===== src/rtl/err_rec_pkg.sv =====
`timescale 1ns/1ps
package err_rec_pkg;

  // status bit positions (software decodes these)
  localparam int unsigned F_V      = 0;
  localparam int unsigned F_UE     = 1;
  localparam int unsigned F_CE     = 2;
  localparam int unsigned F_OF     = 3;
  localparam int unsigned F_MV     = 4;
  localparam int unsigned F_AV     = 5;
  localparam int unsigned FLAG_N   = 6;
  localparam int unsigned SYN_LSB  = 8;

  typedef struct packed {
    logic av;
    logic mv;
    logic of;
    logic ce;
    logic ue;
    logic v;
  } flags_t;

  typedef enum logic [1:0] {
    SEL_STAT   = 2'd0,
    SEL_MISC_A = 2'd1,
    SEL_MISC_B = 2'd2,
    SEL_ADDR   = 2'd3
  } reg_sel_e;

endpackage


===== src/rtl/err_rst_sync.sv =====
`timescale 1ns/1ps
module err_rst_sync #(
  parameter int unsigned STAGES = 2
) (
  input  logic clk,
  input  logic rst_n_in,
  output logic rst_n_out
);

  logic [STAGES-1:0] sync_q;

  always_ff @(posedge clk or negedge rst_n_in) begin
    if (!rst_n_in) sync_q <= '0;
    else           sync_q <= {sync_q[STAGES-2:0], 1'b1};
  end

  assign rst_n_out = sync_q[STAGES-1];

endmodule


===== src/rtl/err_status_ctrl.sv =====
`timescale 1ns/1ps
module err_status_ctrl
  import err_rec_pkg::*;
#(
  parameter int unsigned SYN_W = 8
) (
  input  logic                clk,
  input  logic                rst_n,
  input  logic                cap_valid,
  input  logic                cap_uncorr,
  input  logic                cap_addr_valid,
  input  logic [SYN_W-1:0]    cap_syndrome,
  input  logic                stat_wr,
  input  logic [FLAG_N-1:0]   clr_bits,
  output flags_t              flags_q,
  output logic [SYN_W-1:0]    syn_q,
  output logic                cap_fresh
);

  flags_t           clr;
  flags_t           mid;
  flags_t           flags_d;
  logic [SYN_W-1:0] syn_mid;
  logic [SYN_W-1:0] syn_d;
  logic             type_ok;
  logic             other_ok;
  logic             stat_en;

  // software clear stage
  always_comb begin
    clr = stat_wr ? flags_t'(clr_bits) : '0;

    // type flags move only if overflow is clear or cleared in this write
    type_ok = !flags_q.of || clr.of;
    mid.ue  = flags_q.ue && !(type_ok && clr.ue);
    mid.ce  = flags_q.ce && !(type_ok && clr.ce);

    // remaining fields move only when no type flag survives the write
    other_ok = !mid.ue && !mid.ce;
    mid.v    = flags_q.v  && !(other_ok && clr.v);
    mid.of   = flags_q.of && !(other_ok && clr.of);
    mid.mv   = flags_q.mv && !(other_ok && clr.mv);
    mid.av   = flags_q.av && !(other_ok && clr.av);

    syn_mid  = mid.v ? syn_q : '0;
  end

  // hardware capture stage, applied on top of the clear
  always_comb begin
    flags_d   = mid;
    syn_d     = syn_mid;
    cap_fresh = cap_valid && !mid.v;
    if (cap_valid) begin
      flags_d.v  = 1'b1;
      flags_d.mv = 1'b1;
      flags_d.ue = mid.ue || cap_uncorr;
      flags_d.ce = mid.ce || !cap_uncorr;
      flags_d.of = mid.of || mid.v;
      flags_d.av = mid.av || cap_addr_valid;
      if (!mid.v) syn_d = cap_syndrome;
    end
    stat_en = cap_valid || stat_wr;
  end

  always_ff @(posedge clk or negedge rst_n) begin
    if (!rst_n) begin
      flags_q <= '0;
      syn_q   <= '0;
    end else if (stat_en) begin
      flags_q <= flags_d;
      syn_q   <= syn_d;
    end
  end

endmodule


===== src/rtl/err_misc_reg.sv =====
`timescale 1ns/1ps
module err_misc_reg #(
  parameter int unsigned DATA_W = 32,
  parameter int unsigned CNT_W  = 8,
  localparam int unsigned INFO_W = DATA_W - CNT_W
) (
  input  logic              clk,
  input  logic              rst_n,
  input  logic              sw_wr,
  input  logic [DATA_W-1:0] sw_data,
  input  logic              lock,
  input  logic              cnt_inc,
  input  logic              info_load,
  input  logic [INFO_W-1:0] info_in,
  output logic [DATA_W-1:0] q
);

  localparam logic [CNT_W-1:0] CNT_MAX = '1;

  logic [CNT_W-1:0]  cnt_q;
  logic [CNT_W-1:0]  cnt_base;
  logic [CNT_W-1:0]  cnt_d;
  logic [INFO_W-1:0] info_q;
  logic [INFO_W-1:0] info_d;
  logic              cnt_en;
  logic              info_en;

  always_comb begin
    cnt_base = sw_wr ? sw_data[CNT_W-1:0] : cnt_q;
    cnt_d    = cnt_base;
    if (cnt_inc && (cnt_base != CNT_MAX)) cnt_d = cnt_base + 1'b1;
    cnt_en   = sw_wr || cnt_inc;

    info_d   = info_q;
    info_en  = 1'b0;
    if (info_load) begin
      info_d  = info_in;
      info_en = 1'b1;
    end else if (sw_wr && !lock) begin
      info_d  = sw_data[DATA_W-1:CNT_W];
      info_en = 1'b1;
    end
  end

  always_ff @(posedge clk or negedge rst_n) begin
    if (!rst_n)      cnt_q <= '0;
    else if (cnt_en) cnt_q <= cnt_d;
  end

  always_ff @(posedge clk or negedge rst_n) begin
    if (!rst_n)       info_q <= '0;
    else if (info_en) info_q <= info_d;
  end

  assign q = {info_q, cnt_q};

endmodule


===== src/rtl/err_addr_reg.sv =====
`timescale 1ns/1ps
module err_addr_reg #(
  parameter int unsigned ADDR_W = 32
) (
  input  logic              clk,
  input  logic              rst_n,
  input  logic              sw_wr,
  input  logic [ADDR_W-1:0] sw_data,
  input  logic              lock,
  input  logic              hw_load,
  input  logic [ADDR_W-1:0] hw_addr,
  output logic [ADDR_W-1:0] q
);

  logic [ADDR_W-1:0] addr_d;
  logic              addr_en;

  always_comb begin
    addr_d  = q;
    addr_en = 1'b0;
    if (hw_load) begin
      addr_d  = hw_addr;
      addr_en = 1'b1;
    end else if (sw_wr && !lock) begin
      addr_d  = sw_data;
      addr_en = 1'b1;
    end
  end

  always_ff @(posedge clk or negedge rst_n) begin
    if (!rst_n)       q <= '0;
    else if (addr_en) q <= addr_d;
  end

endmodule


===== src/rtl/err_record_bank.sv =====
`timescale 1ns/1ps
module err_record_bank
  import err_rec_pkg::*;
#(
  parameter int unsigned DATA_W = 32,
  parameter int unsigned SYN_W  = 8,
  parameter int unsigned CNT_W  = 8,
  parameter int unsigned ADDR_W = 32
) (
  input  logic                     clk,
  input  logic                     rst_n,
  input  logic                     cap_valid,
  input  logic                     cap_uncorr,
  input  logic [SYN_W-1:0]         cap_syndrome,
  input  logic [DATA_W-CNT_W-1:0]  cap_info,
  input  logic                     cap_addr_valid,
  input  logic [ADDR_W-1:0]        cap_addr,
  input  logic                     wr_en,
  input  logic [1:0]               wr_sel,
  input  logic [DATA_W-1:0]        wr_data,
  input  logic [1:0]               rd_sel,
  output logic [DATA_W-1:0]        rd_data
);

  localparam int unsigned MISC_N = 2;

  logic              rst_n_int;
  flags_t            flags_q;
  logic [SYN_W-1:0]  syn_q;
  logic              cap_fresh;
  logic              stat_wr;
  logic              addr_wr;
  logic [ADDR_W-1:0] addr_q;
  logic [MISC_N-1:0] misc_wr;
  logic [MISC_N-1:0] misc_inc;
  logic [MISC_N-1:0] misc_load;
  logic [DATA_W-1:0] misc_q [MISC_N];

  // flat views used by the bound checker
  logic              v_q, ue_q, ce_q, of_q, mv_q, av_q;
  logic [DATA_W-1:0] misc_a_q;

  err_rst_sync #(.STAGES(2)) u_rst (
    .clk       (clk),
    .rst_n_in  (rst_n),
    .rst_n_out (rst_n_int)
  );

  assign stat_wr = wr_en && (wr_sel == SEL_STAT);
  assign addr_wr = wr_en && (wr_sel == SEL_ADDR);

  err_status_ctrl #(.SYN_W(SYN_W)) u_stat (
    .clk            (clk),
    .rst_n          (rst_n_int),
    .cap_valid      (cap_valid),
    .cap_uncorr     (cap_uncorr),
    .cap_addr_valid (cap_addr_valid),
    .cap_syndrome   (cap_syndrome),
    .stat_wr        (stat_wr),
    .clr_bits       (wr_data[FLAG_N-1:0]),
    .flags_q        (flags_q),
    .syn_q          (syn_q),
    .cap_fresh      (cap_fresh)
  );

  // misc A counts all reports and logs info; misc B counts uncorrectable only
  assign misc_inc[0]  = cap_valid;
  assign misc_inc[1]  = cap_valid && cap_uncorr;
  assign misc_load[0] = cap_fresh;
  assign misc_load[1] = 1'b0;

  for (genvar gi = 0; gi < MISC_N; gi++) begin : g_misc
    assign misc_wr[gi] = wr_en && (wr_sel == 2'(gi + 1));
    err_misc_reg #(.DATA_W(DATA_W), .CNT_W(CNT_W)) u_misc (
      .clk       (clk),
      .rst_n     (rst_n_int),
      .sw_wr     (misc_wr[gi]),
      .sw_data   (wr_data),
      .lock      (flags_q.mv),
      .cnt_inc   (misc_inc[gi]),
      .info_load (misc_load[gi]),
      .info_in   (cap_info),
      .q         (misc_q[gi])
    );
  end

  err_addr_reg #(.ADDR_W(ADDR_W)) u_addr (
    .clk     (clk),
    .rst_n   (rst_n_int),
    .sw_wr   (addr_wr),
    .sw_data (wr_data[ADDR_W-1:0]),
    .lock    (flags_q.av),
    .hw_load (cap_fresh && cap_addr_valid),
    .hw_addr (cap_addr),
    .q       (addr_q)
  );

  always_comb begin
    rd_data = '0;
    case (reg_sel_e'(rd_sel))
      SEL_STAT: begin
        rd_data[FLAG_N-1:0]         = flags_q;
        rd_data[SYN_LSB +: SYN_W]   = syn_q;
      end
      SEL_MISC_A: rd_data = misc_q[0];
      SEL_MISC_B: rd_data = misc_q[1];
      default:    rd_data[ADDR_W-1:0] = addr_q;
    endcase
  end

  assign v_q      = flags_q.v;
  assign ue_q     = flags_q.ue;
  assign ce_q     = flags_q.ce;
  assign of_q     = flags_q.of;
  assign mv_q     = flags_q.mv;
  assign av_q     = flags_q.av;
  assign misc_a_q = misc_q[0];

endmodule


===== config.mk =====
export PLATFORM = sky130hd
export DESIGN_NAME = err_record_bank
export DESIGN_NICKNAME = d
export VERILOG_FILES = /design/src/rtl/err_rec_pkg.sv /design/src/rtl/err_rst_sync.sv /design/src/rtl/err_status_ctrl.sv /design/src/rtl/err_misc_reg.sv /design/src/rtl/err_addr_reg.sv /design/src/rtl/err_record_bank.sv
export SDC_FILE = /design/constraint.sdc
export NUM_CORES = 1
export LEC_CHECK = 0
export ABC_AREA = 1
export BUFFER_PORTS_ARGS = -buffer_cell sky130_fd_sc_hd__buf_2
export CAP_MARGIN = 10
export CORE_ASPECT_RATIO = 0.9
export CORE_MARGIN = 8
export CORE_UTILIZATION = 40
export DETAILED_ROUTE_END_ITERATION = 12
export GPL_TIMING_DRIVEN = 0
export HOLD_SLACK_MARGIN = 0.08
export PLACE_DENSITY = 0.66
export REMOVE_ABC_BUFFERS = 1
export SETUP_SLACK_MARGIN = 0.05
export SLEW_MARGIN = 20
export SYNTH_ARGS = -nofsm -noshare
export SYNTH_HDL_FRONTEND = slang
export SYNTH_SLANG_ARGS = --single-unit

===== constraint.sdc =====
create_clock -name clk -period 4.17 [get_ports clk]
set_clock_uncertainty 0.15 [all_clocks]
set_input_delay 0.417 -clock clk [delete_from_list [all_inputs] [get_ports clk]]
set_output_delay 0.417 -clock clk [all_outputs]
set_load 0.05 [all_outputs]

==> impl_metrics.ini, run 1 <==
[final_layout]
final_common_cell = nand2_1
nNetsFinal = 1075
syn2layout_area_growth_pct = 19.15
layout-drive-gt1-share_pct = 20.06
layout.cells.non_filler = 1174
final_cell_mix = nand2_1 (272), nand3_1 (197), buf_2 (137), dfrtp_1 (111), nor2_1 (67)
num_antenna_cells = 0
post-route-util_pct = 48.53

[global_routing]
top_usage_layer = met2
antenna_found_initial = 0
use_met2_pct = 30.45
grt_max_degree = 70
grt_pass1_vias = 5974
met1_usage_pct = 25.60
met3_usage_pct = 4.013
overflow = 0
grt_pass1_wl_um = 30640
grt_usage_pct = 18.99

[critical_path]
r2r_slack_ps = 1280
crit_fanout = 69
end_kind = flip-flop
crit_path_cell_trace = buf_2, nor2_1, nand2_1, nor2_1, nand2_1, nand2_1, nand3_1, nand2_4, nand2_2, nand3_1, nand3_1
start_kind = primary input
critical_path.max_stage_delay_ps = 750
worst_path_max_delay_cell = nand2_2
worstPathRequired_ps = 4240
arrival_ps = 3090
worstSetupPathType = primary input to flip-flop

[timing]
setup_viol = 0
fin_crit_ps = 3015
finalHoldWorstSlack_ps = 104.1
rsz0062_at_grt = no
hold_viol = 0
period_share_pct = 72.29
max_clock_freq_mhz = 331.7
worst_pin_slew_ps = 933.6
setup_tns_ps = 0
slew_violations = 0
slew_headroom_pct = 37.54

[route]
detail-route-antenna-nets = 0
drt-vias-per-instance = 5.024
wl_per_cell_um = 15.67
drt_iter0_drc = 370
route.detailed.drc = 0
routed_wl_um = 18400
firstDrtPassIters = 5
vias = 5898

[floorplan]
die_h_um = 134.5
core_area_mm2 = 0.01533
dieArea_mm2 = 0.01987
start_util_pct = 40.73
io_pins = 138
die_x_um = 147.7
placementRows = 43

[power]
internal-power_uw = 2055
power_switching_uw = 1039
swShare_pct = 33.57
power.density_mw_per_mm2 = 415.8
power.leakage_uw = 0.003814
pwr-share-comb_pct = 24.9
clkPwrFrac_pct = 31.6
seqPwrFrac_pct = 43.5
vdd_drop_max_mv = 0.1992
total_power_uw = 3094

[clock_network]
clk_path_buf_depth = 2
htreeDepth = 3
postCtsSetupBuffers = 0
numCtsBuffers = 9
cts_tree = built
insertion_delay_ps = 350
cts.clk_slew.worst_paths_ps = 80
cts-root-buf = clkbuf_16
clock_sinks = 112

[place]
port_buffers = 137
gp_congestion = 0.7810
place_inst = 1157
dp_hpwl_um = 12420

[logic_synthesis]
synth_edf_count = 0
synth_async_sr_flop_share_pct = 100.0
syn-cell-area_mm2 = 0.006245
synth-main-ff-cell = dfrtp_1
ys.warnings.count = 0
syn_avg_cell_area_um2 = 7.236
postSynthCellCount = 863
yosys_register_bits = 112
yosys.cell_types.count = 32
seq_area_frac_synth_pct = 44.88

[status]
status = complete, no violations

[worst_hold_path]
hold_path.class = flip-flop to asynchronous set/reset pin

[flow_run]
maxCapViolCount = 0
## cell families (layout without fill, tap and decap cells)
| family | after synthesis | count (layout) | synth area share, % |
|---|---|---|---|
| buffers and inverters | 110 | 219 | 7.654 |
| other | 1 | 1 | 0.06005 |
| AND/OR/NAND/NOR | 568 | 568 | 39.59 |
| AO/OA/AOI/OAI | 58 | 58 | 5.730 |
| XOR/XNOR | 12 | 12 | 1.683 |
| flip-flops | 112 | 112 | 44.88 |
| adder cells (fa/ha/maj) | 2 | 2 | 0.4007 |
## power groups by stage
stage | registers [uW] | logic (uW) | clock network [uW]
2_1_floorplan | 1360 | 556 | 0
3_3_place_gp | 1380 | 739 | 0
3_5_place_dp | 1370 | 776 | 0
4_1_cts | 1350 | 779 | 1000
5_1_grt | 1370 | 863 | 1040
6_report | 1340 | 771 | 978
## synthesized netlist by cell type, types with 2 or more instances
| cell type | number | share of area (%) |
|---|---|---|
| nand3b_1 | 2 | 0.24 |
| ha_1 | 2 | 0.40 |
| clkbuf_1 | 30 | 1.8 |
| a21oi_2 | 2 | 0.28 |
| nand3_2 | 3 | 0.48 |
| o211ai_1 | 2 | 0.24 |
| buf_2 | 11 | 0.88 |
| buf_6 | 4 | 0.72 |
| dfrtp_1 | 112 | 45 |
| nand4_1 | 11 | 1.1 |
| nor2_1 | 69 | 4.1 |
| o21ai_0 | 32 | 2.6 |
| nor2_2 | 3 | 0.30 |
| buf_4 | 5 | 0.60 |
| inv_1 | 55 | 3.3 |
| nand2_1 | 274 | 16 |
| buf_1 | 2 | 0.12 |
| o21ai_2 | 9 | 1.3 |
| nand3_1 | 197 | 16 |
| xnor2_1 | 4 | 0.56 |
| nand2_2 | 6 | 0.60 |
| xor2_1 | 8 | 1.1 |
| o21ai_1 | 7 | 0.56 |
| o2111ai_1 | 5 | 0.70 |
## final cells by class
type                            instances  area [um2]
Clock inverter                          7       108.9
Inverter                               58       221.5
Tap cell                              202       252.7
Timing Repair Buffer                  145       832.0
Sequential cell                       112        2806
Multi-Input combinational cell        641        2994
Fill cell                            1619        7893
Clock buffer                            9       225.2
## sequential cells by signal, summed over array words and instances (netlist names), named ones only
signal                flops
g_misc.u_misc.cnt_q      16
u_addr.q                 32
u_rst.sync_q              2
g_misc.u_misc.info_q     48
u_stat.flags_q            6
## routing by layer
| layer | part of all wire, % | vias to the layer above |
|---|---|---|
| met3 | 5.8 | 14 |
| met5 | 0 | - |
| li1 | - | 3002 |
| met2 | 46 | 170 |
| met1 | 47 | 2712 |
| met4 | 1.1 | 0 |
## stage by stage
stage | instance area, um2 | worst slack (ps)
floorplan | 5987 | 668.9
global placement | 6925 | -774.8
detailed placement | 7097 | 754.9
CTS | 7441 | 1147
global route | 7441 | 782.5
finish | 7441 | 1155
## critical path: cells and delay by family
kind	cells	cell delay (ps)
and+or+nand+nor	10	2470
buffers and inverters	1	160
## repair_timing
item	4_1_cts	5_1_grt
hold buffers	1	0
resized for setup	0	0
endpoints found under the setup margin	0	0
hold endpoints to repair	2	0
## final timing paths
kind                       cells after the start                                      end                     startpoint
min                                            0    g_misc[1].u_misc.cnt_q[4]$_DFFE_PN0P_      u_rst.sync_q[1]$_DFF_PN0_
max reg2reg                                    8  g_misc[0].u_misc.info_q[16]$_DFFE_PN0P_  u_stat.flags_q[3]$_DFFE_PN0P_
min in group clk                               2            u_stat.flags_q[2]$_DFFE_PN0P_                     cap_uncorr
max in group asynchronous                      1  g_misc[1].u_misc.info_q[19]$_DFFE_PN0P_      u_rst.sync_q[1]$_DFF_PN0_
max                                           11  g_misc[0].u_misc.info_q[16]$_DFFE_PN0P_                      wr_sel[0]
min reg2reg                                    0    g_misc[1].u_misc.cnt_q[4]$_DFFE_PN0P_      u_rst.sync_q[1]$_DFF_PN0_
(Power assumes the default switching activity.)
==> run 2: changes to the inputs <==
--- a/config.mk
+++ b/config.mk
@@ -5,7 +5,7 @@
 export SDC_FILE = /design/constraint.sdc
 export NUM_CORES = 1
 export LEC_CHECK = 0
-export ABC_AREA = 1
+export ABC_AREA = 0
 export BUFFER_PORTS_ARGS = -buffer_cell sky130_fd_sc_hd__buf_2
 export CAP_MARGIN = 10
 export CORE_ASPECT_RATIO = 0.9
@@ -14,7 +14,7 @@
 export DETAILED_ROUTE_END_ITERATION = 12
 export GPL_TIMING_DRIVEN = 0
 export HOLD_SLACK_MARGIN = 0.08
-export PLACE_DENSITY = 0.66
+export PLACE_DENSITY = 0.68
 export REMOVE_ABC_BUFFERS = 1
 export SETUP_SLACK_MARGIN = 0.05
 export SLEW_MARGIN = 20
==> constraint.sdc (replaced) <==
create_clock -name clk -period 2.44 [get_ports clk]
set_clock_uncertainty 0.15 [all_clocks]
set_input_delay 0.244 -clock clk [delete_from_list [all_inputs] [get_ports clk]]
set_output_delay 0.244 -clock clk [all_outputs]
set_load 0.05 [all_outputs]
==> run 2 against run 1 <==
  * Synthesized cell count fell by 37%
  * Flip-flop and latch count did not move
  * Highest routed layer unchanged
  * Hold slack got worse by 3.1 ps
  * Global-route usage rose by 1.3 points
  * Count of clock-buffer cells in the layout rose by 1
  * Via count fell by 8.3%
  * Largest power group unchanged
  * Final area rose by 13%
  * Non-clock buffer count rose by 103
==> impl_metrics.ini, run 2 <==
[place]
dp_slack_ps = -849.6
gp_congestion = 0.8273
port_buffers = 137
dp_hpwl_um = 12730
place_inst = 849

[logic_synthesis]
yosys.area.top_type_share_pct = 46.15
ys.warnings.count = 0
seq_area_frac_synth_pct = 46.15
synth_edf_count = 0
synth-main-ff-cell = dfrtp_1
postSynthCellCount = 545
yosysTopAreaCell = dfrtp_1
yosys_register_bits = 112
yosys.cell_types.count = 43
synth_most_common_cell = dfrtp_1
syn_avg_cell_area_um2 = 11.14
syn-cell-area_mm2 = 0.006073
synth_area_leaders = dfrtp_1 (46%), mux2i_1 (12%), mux2_2 (8.3%)
netlist_top_cells_count = dfrtp_1 (112), mux2i_1 (70), nand3_1 (69)
synth_async_sr_flop_share_pct = 100.0

[critical_path]
start_kind = primary input
worstPathRequired_ps = 2530
r2r_slack_ps = 170
worstSetupPathType = primary input to flip-flop
end_kind = flip-flop
arrival_ps = 2420
crit_fanout = 6

[timing]
setup_ws_ps = 113.6
hold_viol = 0
setup_viol = 0
slew_violations = 0
fin_crit_ps = 2326
rsz0062_at_grt = yes
period_share_pct = 95.34
worst_pin_slew_ps = 942.9
max_clock_freq_mhz = 429.9
slew_headroom_pct = 37.14

[final_layout]
final_common_cell = buf_2
layout-drive-gt1-share_pct = 31.94
largest_register_ffs = 48
syn2layout_area_growth_pct = 38.65
multi_input_area_mm2 = 0.003136
regMostFlops = g_misc.u_misc.info_q
reg.largest.list = g_misc.u_misc.info_q (48), u_addr.q (32), g_misc.u_misc.cnt_q (16)
final_cell_mix = buf_2 (136), dfrtp_1 (111), dlygate4sd3_1 (92), mux2i_1 (70), nand3_1 (69)
seq_area_mm2 = 0.002806
post-route-util_pct = 57.02
nNetsFinal = 870
layout.cells.non_filler = 967
n_fill_cell = 1225

[status]
status = complete, no violations

[clock_network]
htreeDepth = 3
cts.clk_slew.worst_paths_ps = 80
cts-root-buf = clkbuf_16
clock_sinks = 112
numCtsBuffers = 9
insertion_delay_ps = 360
cts_tree = built
clk_path_buf_depth = 2

[floorplan]
die_h_um = 132.9
dieArea_mm2 = 0.01939
core_area_mm2 = 0.01477
start_util_pct = 41.13
io_pins = 138
placementRows = 42
die_x_um = 145.9

[global_routing]
grt_max_degree = 51
grt_pass1_vias = 5873
grt_usage_pct = 20.26
overflow = 0
antenna_found_initial = 2
grt_pass1_wl_um = 31620

[power]
power.leakage_uw = 0.003888
power.density_mw_per_mm2 = 745.6
vdd_drop_max_mv = 0.4191

[route]
drt_iter0_drc = 385
vias = 5407
detail-route-antenna-nets = 0
drt-vias-per-instance = 5.592
firstDrtPassIters = 5
wl_per_cell_um = 20.77
routed_wl_um = 20090
route.detailed.drc = 0

[flow_run]
maxCapViolCount = 0

[worst_hold_path]
hold_path.class = primary input to flip-flop
[run 2: cells by family (layout without fill, tap and decap cells)]
logic type / after synthesis / after routing / synth area share [%]
and+or+nand+nor: 133 / 136 / 11.02
AOI/OAI and AO/OA: 104 / 104 / 11.58
DFF: 112 / 112 / 46.15
buffers and inverters: 48 / 267 / 3.399
xor gates and xnor gates: 16 / 16 / 2.307
other: 1 / 3 / 0.06175
muxes: 129 / 129 / 25.07
adders and majority gates: 2 / 2 / 0.4120
[run 2: cell type report]
cell class | instances | share of cell area (%)
Antenna cell | 2 | 0.05944
Clock buffer | 10 | 2.838
Clock inverter | 6 | 0.9807
Inverter | 3 | 0.1337
Multi-Input combinational cell | 388 | 37.24
Sequential cell | 112 | 33.33
Tap cell | 198 | 2.942
Timing Repair Buffer | 248 | 22.48
[run 2: stage by stage]
step                area [um2]  hold slack, ps  setup TNS (ps)  power, uW
floorplan                 5878          -201.6         -189920       4001
global placement          6812          -120.8         -502090       4435
detailed placement        7083          -118.6          -54610       4555
CTS                       8381           81.13               0       6291
global route              8421           105.8          -32.19       6601
finish                    8421           101.0               0       6279
[run 2: metal layers]
metal | track usage [%] | part of all wire (%) | vias up
met5 | 0 | 0 | -
li1 | - | - | 2450
met1 | 24.87 | 42 | 2697
met4 | 6.181 | 1.3 | 0
met2 | 34.95 | 50 | 236
met3 | 4.329 | 7.2 | 24
[run 2: critical path, stage by stage]
cell	delay (ps)
buf_2	130
nand3b_1	280
o21ai_0	370
ha_1	300
inv_1	140
nor4_2	480
nor3_2	160
mux2_2	300
[run 2: path summary, 6_finish.rpt]
| check | cells after the start | to | startpoint |
|---|---|---|---|
| max in group asynchronous | 1 | g_misc[0].u_misc.cnt_q[3]$_DFFE_PN0P_ | u_rst.sync_q[1]$_DFF_PN0_ |
| hold / removal | 3 | u_stat.flags_q[4]$_DFFE_PN0P_ | wr_data[4] |
| min in group asynchronous | 1 | g_misc[0].u_misc.info_q[15]$_DFFE_PN0P_ | u_rst.sync_q[1]$_DFF_PN0_ |
| setup / recovery | 8 | g_misc[0].u_misc.cnt_q[1]$_DFFE_PN0P_ | wr_sel[1] |
| setup reg to reg | 7 | g_misc[1].u_misc.cnt_q[5]$_DFFE_PN0P_ | g_misc[1].u_misc.cnt_q[1]$_DFFE_PN0P_ |
| hold reg to reg | 1 | g_misc[0].u_misc.info_q[15]$_DFFE_PN0P_ | u_rst.sync_q[1]$_DFF_PN0_ |
[run 2: where the power goes]
| group | total (uW) | internal, uW | switching (uW) |
|---|---|---|---|
| clock network | 1610 | 923 | 683 |
| registers | 2680 | 2330 | 354 |
| logic | 1990 | 861 | 1130 |
[run 2: what timing repair did]
| item | CTS | global route |
|---|---|---|
| buffers inserted | 5 | 0 |
| hold buffers | 92 | 0 |
| resized for setup | 5 | 5 |
| endpoints found under the hold margin | 104 | 0 |
| setup endpoints to repair | 97 | 80 |
| gates cloned | 1 | 2 |
| pin swaps | 1 | 0 |
==> run 3: changes to the inputs <==
--- a/config.mk
+++ b/config.mk
@@ -14,6 +14,7 @@
 export DETAILED_ROUTE_END_ITERATION = 12
 export GPL_TIMING_DRIVEN = 0
 export HOLD_SLACK_MARGIN = 0.08
+export MAX_ROUTING_LAYER = met4
 export PLACE_DENSITY = 0.68
 export REMOVE_ABC_BUFFERS = 1
 export SETUP_SLACK_MARGIN = 0.05
==> run 3 against run 2 <==
  * Die area stayed put
  * Core utilization stayed put
  * Sequential share of layout area stayed put
  * Flip-flop and latch count stayed put
  * Via count is 1.1% higher
  * Fmax is 0.32% higher
  * Highest routed layer unchanged
  * Critical path type unchanged
  * Worst setup slack better by 7.5 ps
  * Non-clock buffer count stayed put
  * Count of clock-buffer cells in the layout stayed put
  * Largest power group unchanged
==> impl_metrics.ini, run 3 (synthesis results as in run 2) <==
[floorplan]
start_util_pct = 41.13
die_x_um = 145.9
core_area_mm2 = 0.01477
io_pins = 138
die_h_um = 132.9
dieArea_mm2 = 0.01939
placementRows = 42

[final_layout]
n_fill_cell = 1225
final_common_cell = buf_2
reg.largest.list = g_misc.u_misc.info_q (48), u_addr.q (32), g_misc.u_misc.cnt_q (16)
largest_register_ffs = 48
syn2layout_area_growth_pct = 38.65
nNetsFinal = 870
regMostFlops = g_misc.u_misc.info_q
layout-drive-gt1-share_pct = 31.94
layout.cells.non_filler = 967
design_area_mm2 = 0.008421
final_cell_mix = buf_2 (136), dfrtp_1 (111), dlygate4sd3_1 (92), mux2i_1 (70), nand3_1 (69)

[timing]
setup_viol = 0
slew_headroom_pct = 37.59
worst_pin_slew_ps = 936.2
hold_viol = 0
slew_violations = 0
rsz0062_at_grt = yes
setup_tns_ps = 0
setup_ws_ps = 121.1
fin_crit_ps = 2319
finalHoldWorstSlack_ps = 93.37
period_share_pct = 95.04
max_clock_freq_mhz = 431.2

[global_routing]
grt_max_degree = 51
grt_pass1_vias = 5879
grt_pass1_wl_um = 31580
grt_usage_pct = 20.83
antenna_found_initial = 2
overflow = 0

[place]
dp_slack_ps = -849.6
dp_hpwl_um = 12730
gp_congestion = 0.8398
port_buffers = 137
place_inst = 849
place_area_mm2 = 0.007083

[critical_path]
start_kind = primary input
cpLargestDelayFamily = simple AND/OR/NAND/NOR gates
end_kind = flip-flop
r2r_cells = 7
worst_path_max_delay_cell = nor4_2
r2r_slack_ps = 180
critical_path.max_stage_delay_ps = 480
worstPathRequired_ps = 2530
crit_path_cell_trace = buf_2, nand3b_1, o21ai_0, ha_1, inv_1, nor4_2, nor3_2, mux2_2
r2r_end = g_misc[1].u_misc.cnt_q[5]$_DFFE_PN0P_
arrival_ps = 2410
crit_fanout = 6
cp_num_cells = 8
setup.worst_path.end = g_misc[0].u_misc.cnt_q[1]$_DFFE_PN0P_
worstSetupPathType = primary input to flip-flop
crit_buf_inv = 2
critPathLaunch = wr_sel[1]
timing.rr.start = g_misc[1].u_misc.cnt_q[1]$_DFFE_PN0P_

[clock_network]
clock_sinks = 112
cts.clk_slew.worst_paths_ps = 80
clk_path_buf_depth = 2
numCtsBuffers = 9
htreeDepth = 3
insertion_delay_ps = 360
cts-root-buf = clkbuf_16
cts_tree = built

[power]
power.density_mw_per_mm2 = 745.6
power.leakage_uw = 0.003888
vdd_drop_max_mv = 0.4187

[flow_run]
maxCapViolCount = 0

[route]
wl_per_cell_um = 20.81
vias = 5464
firstDrtPassIters = 5
drt-vias-per-instance = 5.650
detail-route-antenna-nets = 0
drt_iter0_drc = 349
route.detailed.drc = 0
routed_wl_um = 20130

[worst_hold_path]
hold_path.class = primary input to flip-flop

[status]
status = complete, no violations
## run 3: cell counts in the layout (fill, tap and decap cells not counted)
Identical to the previous run, type by type.
## run 3: worst min path at each step
stage	endpoint	slack (ps)	cells past startpoint	startpoint
finish	u_stat.flags_q[4]$_DFFE_PN0P_	90	3	wr_data[4]
global route	u_stat.flags_q[1]$_DFFE_PN0P_	110	3	wr_data[1]
CTS	u_stat.flags_q[4]$_DFFE_PN0P_	80	3	wr_data[4]
detailed placement	u_rst.sync_q[0]$_DFF_PN0_	-120	1	rst_n
global placement	u_rst.sync_q[0]$_DFF_PN0_	-120	1	rst_n
floorplan	u_rst.sync_q[0]$_DFF_PN0_	-200	0	rst_n
## run 3: power breakdown
group | internal [uW] | switching (uW) | total (uW) | leakage [uW]
combinational | 861 | 1130 | 1990 | 0.00234
sequential | 2330 | 356 | 2680 | 0.00139
clock | 923 | 681 | 1600 | 0.000158
## run 3: area by class of cell
| class | instances | area, um2 | share of cell area, % |
|---|---|---|---|
| Multi-Input combinational cell | 388 | 3136 | 37.24 |
| Clock buffer | 10 | 239.0 | 2.838 |
| Clock inverter | 6 | 82.58 | 0.9807 |
| Timing Repair Buffer | 248 | 1893 | 22.48 |
| Tap cell | 198 | 247.7 | 2.942 |
| Inverter | 3 | 11.26 | 0.1337 |
| Antenna cell | 2 | 5.005 | 0.05944 |
| Sequential cell | 112 | 2806 | 33.33 |
## run 3: metrics by stage
| step | power (uW) | utilization (%) |
|---|---|---|
| 2_1_floorplan | 4001 | - |
| 3_3_place_gp | 4435 | 46.13 |
| 3_5_place_dp | 4555 | 47.97 |
| 4_1_cts | 6291 | 56.75 |
| 5_1_grt | 6603 | 57.02 |
| 6_report | 6278 | 57.02 |
## run 3: what timing repair did
item | CTS | global route
buffers inserted | 5 | 0
pin swaps | 1 | 0
endpoints found under the setup margin | 97 | 79
hold buffers | 92 | 0
cloned | 1 | 2
hold endpoints to repair | 104 | 0
resized for setup | 5 | 5
## run 3: routing by layer
metal  global-route usage, %  vias to the layer above  part of all wire, %
li1                        -                     2458                    -
met1                   25.32                     2742                   43
met2                   34.90                      236                   49
met3                   3.647                       28                  6.5
met4                   6.181                        0                  1.7
met5                       -                        -                    0
## run 3: tightest hold or removal path, delay by kind of cell
kind | cells | cell delay [ps]
AO/OA/AOI/OAI | 1 | 100
AND/OR/NAND/NOR | 1 | 70
buffers and inverters | 1 | 150
